===== src/rtl/usart_pkg.sv =====
package usart_pkg;

   localparam int MAX_DATA  = 9;
   localparam int MAX_FRAME = 13;   // start + 9 data + parity + 2 stop

   typedef enum logic [2:0] {
      A_CFG   = 3'd0,
      A_CTRL  = 3'd1,
      A_STAT  = 3'd2,
      A_IESET = 3'd3,
      A_IECLR = 3'd4,
      A_TXD   = 3'd5,
      A_RXD   = 3'd6
   } reg_addr_e;

   typedef struct packed {
      logic [3:0] nbits;
      logic       par_en;
      logic       par_odd;
      logic       two_stop;
   } frame_cfg_t;

   function automatic frame_cfg_t fmt_decode(input logic [15:0] c);
      frame_cfg_t f;
      f.nbits    = (c[3:2] == 2'd0) ? 4'd7 : (c[3:2] == 2'd2) ? 4'd9 : 4'd8;
      f.par_en   = c[5];
      f.par_odd  = c[4];
      f.two_stop = c[6];
      return f;
   endfunction

endpackage


===== src/rtl/usart_sync.sv =====
module usart_sync #(
   parameter int             STAGES  = 2,
   parameter int             W       = 1,
   parameter logic [W-1:0]   RST_VAL = '0
) (
   input  logic         clk,
   input  logic         rst_n,
   input  logic [W-1:0] d,
   output logic [W-1:0] q
);
   logic [W-1:0] stg [STAGES];

   for (genvar g = 0; g < STAGES; g++) begin : g_stage
      always_ff @(posedge clk or negedge rst_n) begin
         if (!rst_n)      stg[g] <= RST_VAL;
         else if (g == 0) stg[g] <= d;
         else             stg[g] <= stg[(g == 0) ? 0 : g - 1];
      end
   end

   assign q = stg[STAGES-1];
endmodule


===== src/rtl/usart_tx.sv =====
module usart_tx
   import usart_pkg::*;
#(
   parameter int OVS = 16
) (
   input  logic                clk,
   input  logic                rst_n,
   input  logic                en,
   input  logic                tick,
   input  frame_cfg_t          fmt,
   input  logic                brk,
   input  logic                cts_ok,
   input  logic                load_req,
   input  logic [MAX_DATA-1:0] data,
   output logic                load,
   output logic                txd
);
   localparam int CW = $clog2(OVS);
   localparam int FW = MAX_FRAME;
   localparam int BW = $clog2(FW + 1);

   logic          busy;
   logic [FW-1:0] shreg, nxt;
   logic [BW-1:0] bits_left, flen;
   logic [CW-1:0] tcnt;
   logic          par_bit;

   always_comb begin
      nxt     = '1;
      nxt[0]  = 1'b0;
      par_bit = fmt.par_odd;
      for (int i = 0; i < MAX_DATA; i++) begin
         if (i < int'(fmt.nbits)) begin
            nxt[i+1] = data[i];
            par_bit  = par_bit ^ data[i];
         end
      end
      for (int i = 0; i < FW; i++)
         if (fmt.par_en && i == int'(fmt.nbits) + 1) nxt[i] = par_bit;
      flen = BW'(fmt.nbits) + BW'(2) + BW'(fmt.par_en) + BW'(fmt.two_stop);
   end

   assign load = en && !busy && load_req && cts_ok;

   always_ff @(posedge clk or negedge rst_n) begin
      if (!rst_n) begin
         busy      <= 1'b0;
         shreg     <= '1;
         bits_left <= '0;
         tcnt      <= '0;
      end else if (!en) begin
         busy <= 1'b0;
         tcnt <= '0;
      end else if (load) begin
         busy      <= 1'b1;
         shreg     <= nxt;
         bits_left <= flen;
         tcnt      <= '0;
      end else if (busy && tick) begin
         if (tcnt == CW'(OVS - 1)) begin
            tcnt      <= '0;
            shreg     <= {1'b1, shreg[FW-1:1]};
            bits_left <= bits_left - 1'b1;
            if (bits_left == BW'(1)) busy <= 1'b0;
         end else begin
            tcnt <= tcnt + 1'b1;
         end
      end
   end

   assign txd = !en ? 1'b1 : brk ? 1'b0 : busy ? shreg[0] : 1'b1;
endmodule


===== src/rtl/usart_rx.sv =====
module usart_rx
   import usart_pkg::*;
#(
   parameter int OVS = 16
) (
   input  logic                clk,
   input  logic                rst_n,
   input  logic                en,
   input  logic                tick,
   input  frame_cfg_t          fmt,
   input  logic                rxd,
   output logic                valid,
   output logic [MAX_DATA-1:0] data_q,
   output logic                perr_q,
   output logic                brk_q
);
   localparam int CW   = $clog2(OVS);
   localparam int HALF = OVS / 2;

   typedef enum logic [1:0] {S_IDLE, S_ACT, S_HOLD} rx_st_e;

   rx_st_e              st;
   logic [CW-1:0]       tcnt;
   logic [3:0]          idx, stop_pos;
   logic [MAX_DATA-1:0] sh;
   logic                pacc, allz, samp;

   assign stop_pos = fmt.nbits + 4'd1 + {3'b0, fmt.par_en};
   assign samp     = (st == S_ACT) && tick && (tcnt == CW'(HALF - 1));

   always_ff @(posedge clk or negedge rst_n) begin
      if (!rst_n) begin
         st <= S_IDLE; tcnt <= '0; idx <= '0; sh <= '0;
         pacc <= 1'b0; allz <= 1'b1; valid <= 1'b0;
         data_q <= '0; perr_q <= 1'b0; brk_q <= 1'b0;
      end else begin
         valid <= 1'b0;
         if (!en) begin
            st    <= S_IDLE;
            brk_q <= 1'b0;
         end else begin
            case (st)
               S_IDLE: if (!rxd) begin
                  st <= S_ACT; tcnt <= '0; idx <= '0;
                  sh <= '0; pacc <= 1'b0; allz <= 1'b1;
               end
               S_ACT: begin
                  if (tick) tcnt <= tcnt + 1'b1;
                  if (samp) begin
                     if (idx == 4'd0) begin
                        if (rxd) st <= S_IDLE;
                        else     idx <= 4'd1;
                     end else if (idx == stop_pos) begin
                        if (rxd) begin
                           valid  <= 1'b1;
                           data_q <= sh;
                           perr_q <= fmt.par_en && (pacc != fmt.par_odd);
                           st     <= S_IDLE;
                        end else begin
                           if (allz) brk_q <= 1'b1;
                           st <= S_HOLD;
                        end
                     end else begin
                        for (int i = 0; i < MAX_DATA; i++)
                           if (idx == 4'(i + 1) && idx <= fmt.nbits) sh[i] <= rxd;
                        pacc <= pacc ^ rxd;
                        allz <= allz & ~rxd;
                        idx  <= idx + 4'd1;
                     end
                  end
               end
               default: if (rxd) begin
                  brk_q <= 1'b0;
                  st    <= S_IDLE;
               end
            endcase
         end
      end
   end
endmodule


===== src/rtl/usart_core.sv =====
module usart_core
   import usart_pkg::*;
#(
   parameter int OVS         = 16,
   parameter int SYNC_STAGES = 2,
   parameter int AW          = 3,
   parameter int DW          = 16
) (
   input  logic          clk,
   input  logic          rst_n,
   input  logic          baud_tick,
   input  logic [AW-1:0] reg_addr,
   input  logic          reg_wr,
   input  logic          reg_rd,
   input  logic [DW-1:0] reg_wdata,
   output logic [DW-1:0] reg_rdata,
   input  logic          ser_rx,
   output logic          ser_tx,
   input  logic          cts_in,
   output logic          irq
);
   localparam logic [DW-1:0] CFG_MASK = DW'(16'h027D);

   if (OVS < 4 || (OVS & (OVS - 1)) != 0) begin : g_bad_ovs
      $error("OVS must be a power of two of at least 4");
   end
   if (SYNC_STAGES < 2) begin : g_bad_sync
      $error("SYNC_STAGES must be at least 2");
   end
   if (DW < 16 || AW < 3) begin : g_bad_bus
      $error("register bus must be at least 16 data and 3 address bits");
   end

   logic [DW-1:0]       cfg_q;
   logic                brk_q, ie_rx_q, ie_tx_q;
   logic [MAX_DATA-1:0] hold_q;
   logic                hold_full_q, rx_rdy_q, dcts_q, dbrk_q, cts_prev, brk_prev;
   logic                rx_s, cts_s, tx_load, rx_valid, rx_perr, rx_brk;
   logic [MAX_DATA-1:0] rx_data;
   frame_cfg_t          fmt;
   logic                wr_cfg, wr_ctrl, wr_stat, wr_ieset, wr_ieclr, wr_txd, rd_rxd;

   assign fmt      = fmt_decode(cfg_q[15:0]);
   assign wr_cfg   = reg_wr && reg_addr == AW'(A_CFG);
   assign wr_ctrl  = reg_wr && reg_addr == AW'(A_CTRL);
   assign wr_stat  = reg_wr && reg_addr == AW'(A_STAT);
   assign wr_ieset = reg_wr && reg_addr == AW'(A_IESET);
   assign wr_ieclr = reg_wr && reg_addr == AW'(A_IECLR);
   assign wr_txd   = reg_wr && reg_addr == AW'(A_TXD);
   assign rd_rxd   = reg_rd && reg_addr == AW'(A_RXD);

   usart_sync #(.STAGES(SYNC_STAGES), .W(2), .RST_VAL(2'b01)) u_sync (
      .clk(clk), .rst_n(rst_n), .d({cts_in, ser_rx}), .q({cts_s, rx_s}));

   usart_tx #(.OVS(OVS)) u_tx (
      .clk(clk), .rst_n(rst_n), .en(cfg_q[0]), .tick(baud_tick), .fmt(fmt),
      .brk(brk_q), .cts_ok(!cfg_q[9] || cts_s), .load_req(hold_full_q),
      .data(hold_q), .load(tx_load), .txd(ser_tx));

   usart_rx #(.OVS(OVS)) u_rx (
      .clk(clk), .rst_n(rst_n), .en(cfg_q[0]), .tick(baud_tick), .fmt(fmt),
      .rxd(rx_s), .valid(rx_valid), .data_q(rx_data), .perr_q(rx_perr),
      .brk_q(rx_brk));

   always_ff @(posedge clk or negedge rst_n) begin
      if (!rst_n) begin
         cfg_q <= '0; brk_q <= 1'b0; ie_rx_q <= 1'b0; ie_tx_q <= 1'b0;
         hold_q <= '0; hold_full_q <= 1'b0; rx_rdy_q <= 1'b0;
         dcts_q <= 1'b0; dbrk_q <= 1'b0; cts_prev <= 1'b0; brk_prev <= 1'b0;
      end else begin
         cts_prev <= cts_s;
         brk_prev <= rx_brk;
         if (wr_cfg)  cfg_q <= reg_wdata & CFG_MASK;
         if (wr_ctrl) brk_q <= reg_wdata[1];
         if (wr_ieset) begin
            ie_rx_q <= ie_rx_q | reg_wdata[0];
            ie_tx_q <= ie_tx_q | reg_wdata[2];
         end else if (wr_ieclr) begin
            ie_rx_q <= ie_rx_q & ~reg_wdata[0];
            ie_tx_q <= ie_tx_q & ~reg_wdata[2];
         end
         if (wr_txd) begin
            hold_q      <= reg_wdata[MAX_DATA-1:0];
            hold_full_q <= 1'b1;
         end else if (tx_load) begin
            hold_full_q <= 1'b0;
         end
         if (rx_valid)    rx_rdy_q <= 1'b1;
         else if (rd_rxd) rx_rdy_q <= 1'b0;
         if (cts_s != cts_prev)                dcts_q <= 1'b1;
         else if (wr_stat && reg_wdata[5])     dcts_q <= 1'b0;
         if (rx_brk != brk_prev)               dbrk_q <= 1'b1;
         else if (wr_stat && reg_wdata[11])    dbrk_q <= 1'b0;
      end
   end

   always_comb begin
      reg_rdata = '0;
      case (reg_addr)
         AW'(A_CFG):   reg_rdata = cfg_q;
         AW'(A_CTRL):  reg_rdata[1] = brk_q;
         AW'(A_STAT): begin
            reg_rdata[0]  = rx_rdy_q;
            reg_rdata[2]  = !hold_full_q;
            reg_rdata[5]  = dcts_q;
            reg_rdata[10] = rx_brk;
            reg_rdata[11] = dbrk_q;
         end
         AW'(A_IESET), AW'(A_IECLR): begin
            reg_rdata[0] = ie_rx_q;
            reg_rdata[2] = ie_tx_q;
         end
         AW'(A_RXD): begin
            reg_rdata[MAX_DATA-1:0] = rx_data;
            reg_rdata[15]           = rx_perr;
         end
         default: ;
      endcase
   end

   assign irq = (ie_rx_q && rx_rdy_q) || (ie_tx_q && !hold_full_q);
endmodule


===== config.mk =====
export PLATFORM = sky130hd
export DESIGN_NAME = usart_core
export DESIGN_NICKNAME = d
export VERILOG_FILES = /design/src/rtl/usart_pkg.sv /design/src/rtl/usart_sync.sv /design/src/rtl/usart_tx.sv /design/src/rtl/usart_rx.sv /design/src/rtl/usart_core.sv
export SDC_FILE = /design/constraint.sdc
export NUM_CORES = 1
export LEC_CHECK = 0
export ABC_AREA = 1
export BUFFER_PORTS_ARGS = -buffer_cell sky130_fd_sc_hd__buf_2
export CORE_MARGIN = 2
export CORE_UTILIZATION = 59
export DETAILED_ROUTE_END_ITERATION = 7
export PLACE_DENSITY = 0.79
export SLEW_MARGIN = 40
export SYNTH_ARGS = -nofsm -noshare
export SYNTH_HDL_FRONTEND = slang
export SYNTH_SLANG_ARGS = --single-unit

===== constraint.sdc =====
create_clock -name clk -period 2.8 [get_ports clk]
set_input_delay 0.28 -clock clk [delete_from_list [all_inputs] [get_ports clk]]
set_output_delay 0.28 -clock clk [all_outputs]
set_load 0.01 [all_outputs]

==> flow_summary.ini <==
[outcome]
status = complete, no violations

[sta]
hold_ws_ns = 0.02129
min_period_over_period = 0.8627
hold_viol = 0
fin_skew_ns = 0.009211
timing.slew.headroom = 0.5532
setup_tns_ns = 0
slew_viol_final = 0
fmax_mhz = 414.0
final.min_clock_period_ns = 2.416
setup_viol_count_final = 0
tightestPinTransition_ns = 0.6702
rsz0062_at_grt = false
layout_setup_ws_ns = 0.3844

[clocking]
post_cts_buffers = 0
clkTransAtPathRegs_ns = 0.08
clock-sinks = 84
insertion_delay_ns = 0.36
cts_buffers = 9
cts_tree = yes
cts.path.max_buffers = 2
htree_num_levels = 3
cts_root_buf = clkbuf_8

[detailed_routing]
drt-total-wl_um = 10280
antenna_left = 0
drc_errors = 0
via_count = 3928
vias_per_cell = 5.494
drt_iter0_markers = 190
avgRoutedWirePerCell_um = 14.38
first_pass_iters = 5

[cells_and_area]
final_area_mm2 = 0.005030
layout.cells.non_filler = 715
drive_gt1_frac = 0.1648
nNetsFinal = 650
area_growth_pct = 9.776
diodes = 0
final_util = 0.6612
seqCellArea_mm2 = 0.002122
fill_cells = 644
multi_input_area_mm2 = 0.002091

[worst_setup_path]
path_class = reg2reg
required_ns = 3.06
reg2reg_from = cfg_q[2]
r2r_cells = 11
end_kind = flip-flop
critPathMaxFanout = 9
rrSetupSlack_ns = 0.38
critPathLaunchType = flip-flop
critPathLaunch = cfg_q[2]
r2r-end = u_rx.sh[6]
crit_arrival_ns = 2.68

[placement]
io_buffers = 35
place_congestion = 0.9197
place.detailed.hpwl_um = 7558
placed_cell_area_mm2 = 0.004813
place_ws_ns = 0.4188
placed_cells = 697

[synthesis]
async_flop_share = 1.000
synthFlopType = dfrtp_1
yosys.area_share.simple = 0.2682
synth_edf_count = 0
synth_compound_area_frac = 0.1182
synth_cells = 571
yosys.area.top_type_share = 0.3714
synth_mux_area_frac = 0.004915
synth_top_family_by_area = simple AND/OR/NAND/NOR gates
synth.cell_area_mm2 = 0.004582
synth-xor-area-share = 0.01720
ys_ff_latch = 84
yosys-top-cells-area = dfrtp_1 37%, nand2_1 13%, dfstp_2 9.2%
ys_warn_count = 0
synth_area_leader_cell = dfrtp_1
synth_fa_ha_area_frac = 0.04533
synth_area_per_cell_um2 = 8.024
synth_seq_area_share = 0.4631
synth.distinct_cells = 51

[floorplanning]
start_util = 0.6023
die_h_um = 92.13
fp.dieW_um = 92.13
dieArea_mm2 = 0.008487
fp.coreArea_mm2 = 0.007607
ioPinCount = 44
num_rows = 32

[power_and_ir_drop]
power_mw = 3.946
p_per_area_mw_per_mm2 = 784.6
vdd_drop_max_v = 0.0003985
p_leak_nw = 2.558

[global_routing]
grt_pass1_vias = 3817
antenna_found_initial = 0
grt_max_degree = 55
grt_usage = 0.2597
grt_remaining_overflow = 0
grt_pass1_wl_um = 17390

[min_path]
holdPathEnd = u_sync.stg[3]
hp-start = cts_in
min_path_cells = 1
hp-class = in2reg

[job]
drv_cap = 0
worst max-delay path by stage:
stage | end | cells after the start
after global routing | u_rx.sh[4] | 11
after global placement | u_rx.sh[4] | 11
final | u_rx.sh[6] | 11
after detailed placement | u_rx.sh[6] | 11
after CTS | u_rx.sh[4] | 11
after floorplan | u_rx.sh[3] | 11
logic make-up (layout without fill, tap and decap cells):
logic type                 after synthesis  count (layout)
AOI/OAI and AO/OA                       92              92
muxes                                    2               2
DFF                                     84              84
xor gates and xnor gates                 9               9
buffers and inverters                   87             127
other                                    1               3
and+or+nand+nor                        280             280
adders and majority gates               16              16
metal layers:
metal,global-route usage,part of all wire,wire (um)
met4,0.08955,0.020,204
met3,0.05341,0.046,473
met1,0.3226,0.42,4306
met5,0,0,0
met2,0.4516,0.52,5295
flip-flops by register name (all words and copies together) (netlist names), 2 cells and up, named ones only:
signal	cells
u_tx.shreg	13
hold_q	9
u_rx.data_q	9
u_rx.sh	9
cfg_q	7
u_rx.idx	4
u_rx.tcnt	4
u_tx.bits_left	4
u_tx.tcnt	4
u_rx.st	2
u_sync.q	2
u_sync.stg	2
layout by cell type (no fill, tap or decap), drive strengths merged, types with 2 or more instances in the layout:
master,instances
inv,68
o2111ai,2
buf,39
a22oi,2
o211ai,3
xor2,5
conb,3
o21ai,54
dfrtp,68
o221ai,3
o22ai,4
mux2,2
nand2,173
ha,15
nor3,14
dfstp,16
nand3,39
nand4,3
xnor2,4
dlygate4sd3,2
nor2,49
clkinv,2
a21oi,12
clkbuf,15
a21o,3
area by class of cell:
type,instances,area share
Sequential cell,84,0.4219
Multi-Input combinational cell,402,0.4157
Inverter,70,0.05274
Timing Repair Buffer,41,0.04527
Clock buffer,15,0.03308
Tap cell,102,0.02537
Clock inverter,1,0.005970
worst max-delay path: stages (launching register included):
cell and delay, ns:
dfrtp_1 0.51, inv_2 0.17, nand2_1 0.17, ha_1 0.36
a21oi_1 0.15, o21ai_0 0.08, o21ai_1 0.32, nand2_1 0.09
o21ai_0 0.24, nand2_1 0.10, nand2_1 0.09, nand2_1 0.04
cell usage after synthesis (3+ instances only):
| cell type | number |
|---|---|
| xor2_1 | 5 |
| o21ai_0 | 43 |
| nand3_1 | 38 |
| o221ai_1 | 3 |
| nor2_2 | 4 |
| dfstp_2 | 16 |
| nor2_1 | 43 |
| inv_2 | 6 |
| dfrtp_1 | 68 |
| ha_1 | 15 |
| o22ai_1 | 4 |
| o21ai_1 | 9 |
| a21oi_1 | 12 |
| nor3_1 | 9 |
| inv_1 | 61 |
| nand2_1 | 163 |
| buf_2 | 4 |
| a21o_1 | 3 |
| buf_4 | 5 |
| o211ai_1 | 3 |
| nand2_2 | 9 |
| xnor2_1 | 4 |
| nor3_2 | 4 |
| clkbuf_1 | 6 |
power by group:
part | switching, mW | internal [mW] | total [mW]
Combinational | 0.833 | 0.443 | 1.28
Clock | 0.414 | 0.463 | 0.877
Sequential | 0.247 | 1.55 | 1.79
Total | 1.49 | 2.45 | 3.95
repair_timing:
action,CTS,global route
hold buffers,1,1
resized for setup,0,0
endpoints found under the hold margin,39,1
No activity file was read; power rests on OpenSTA's default activity.
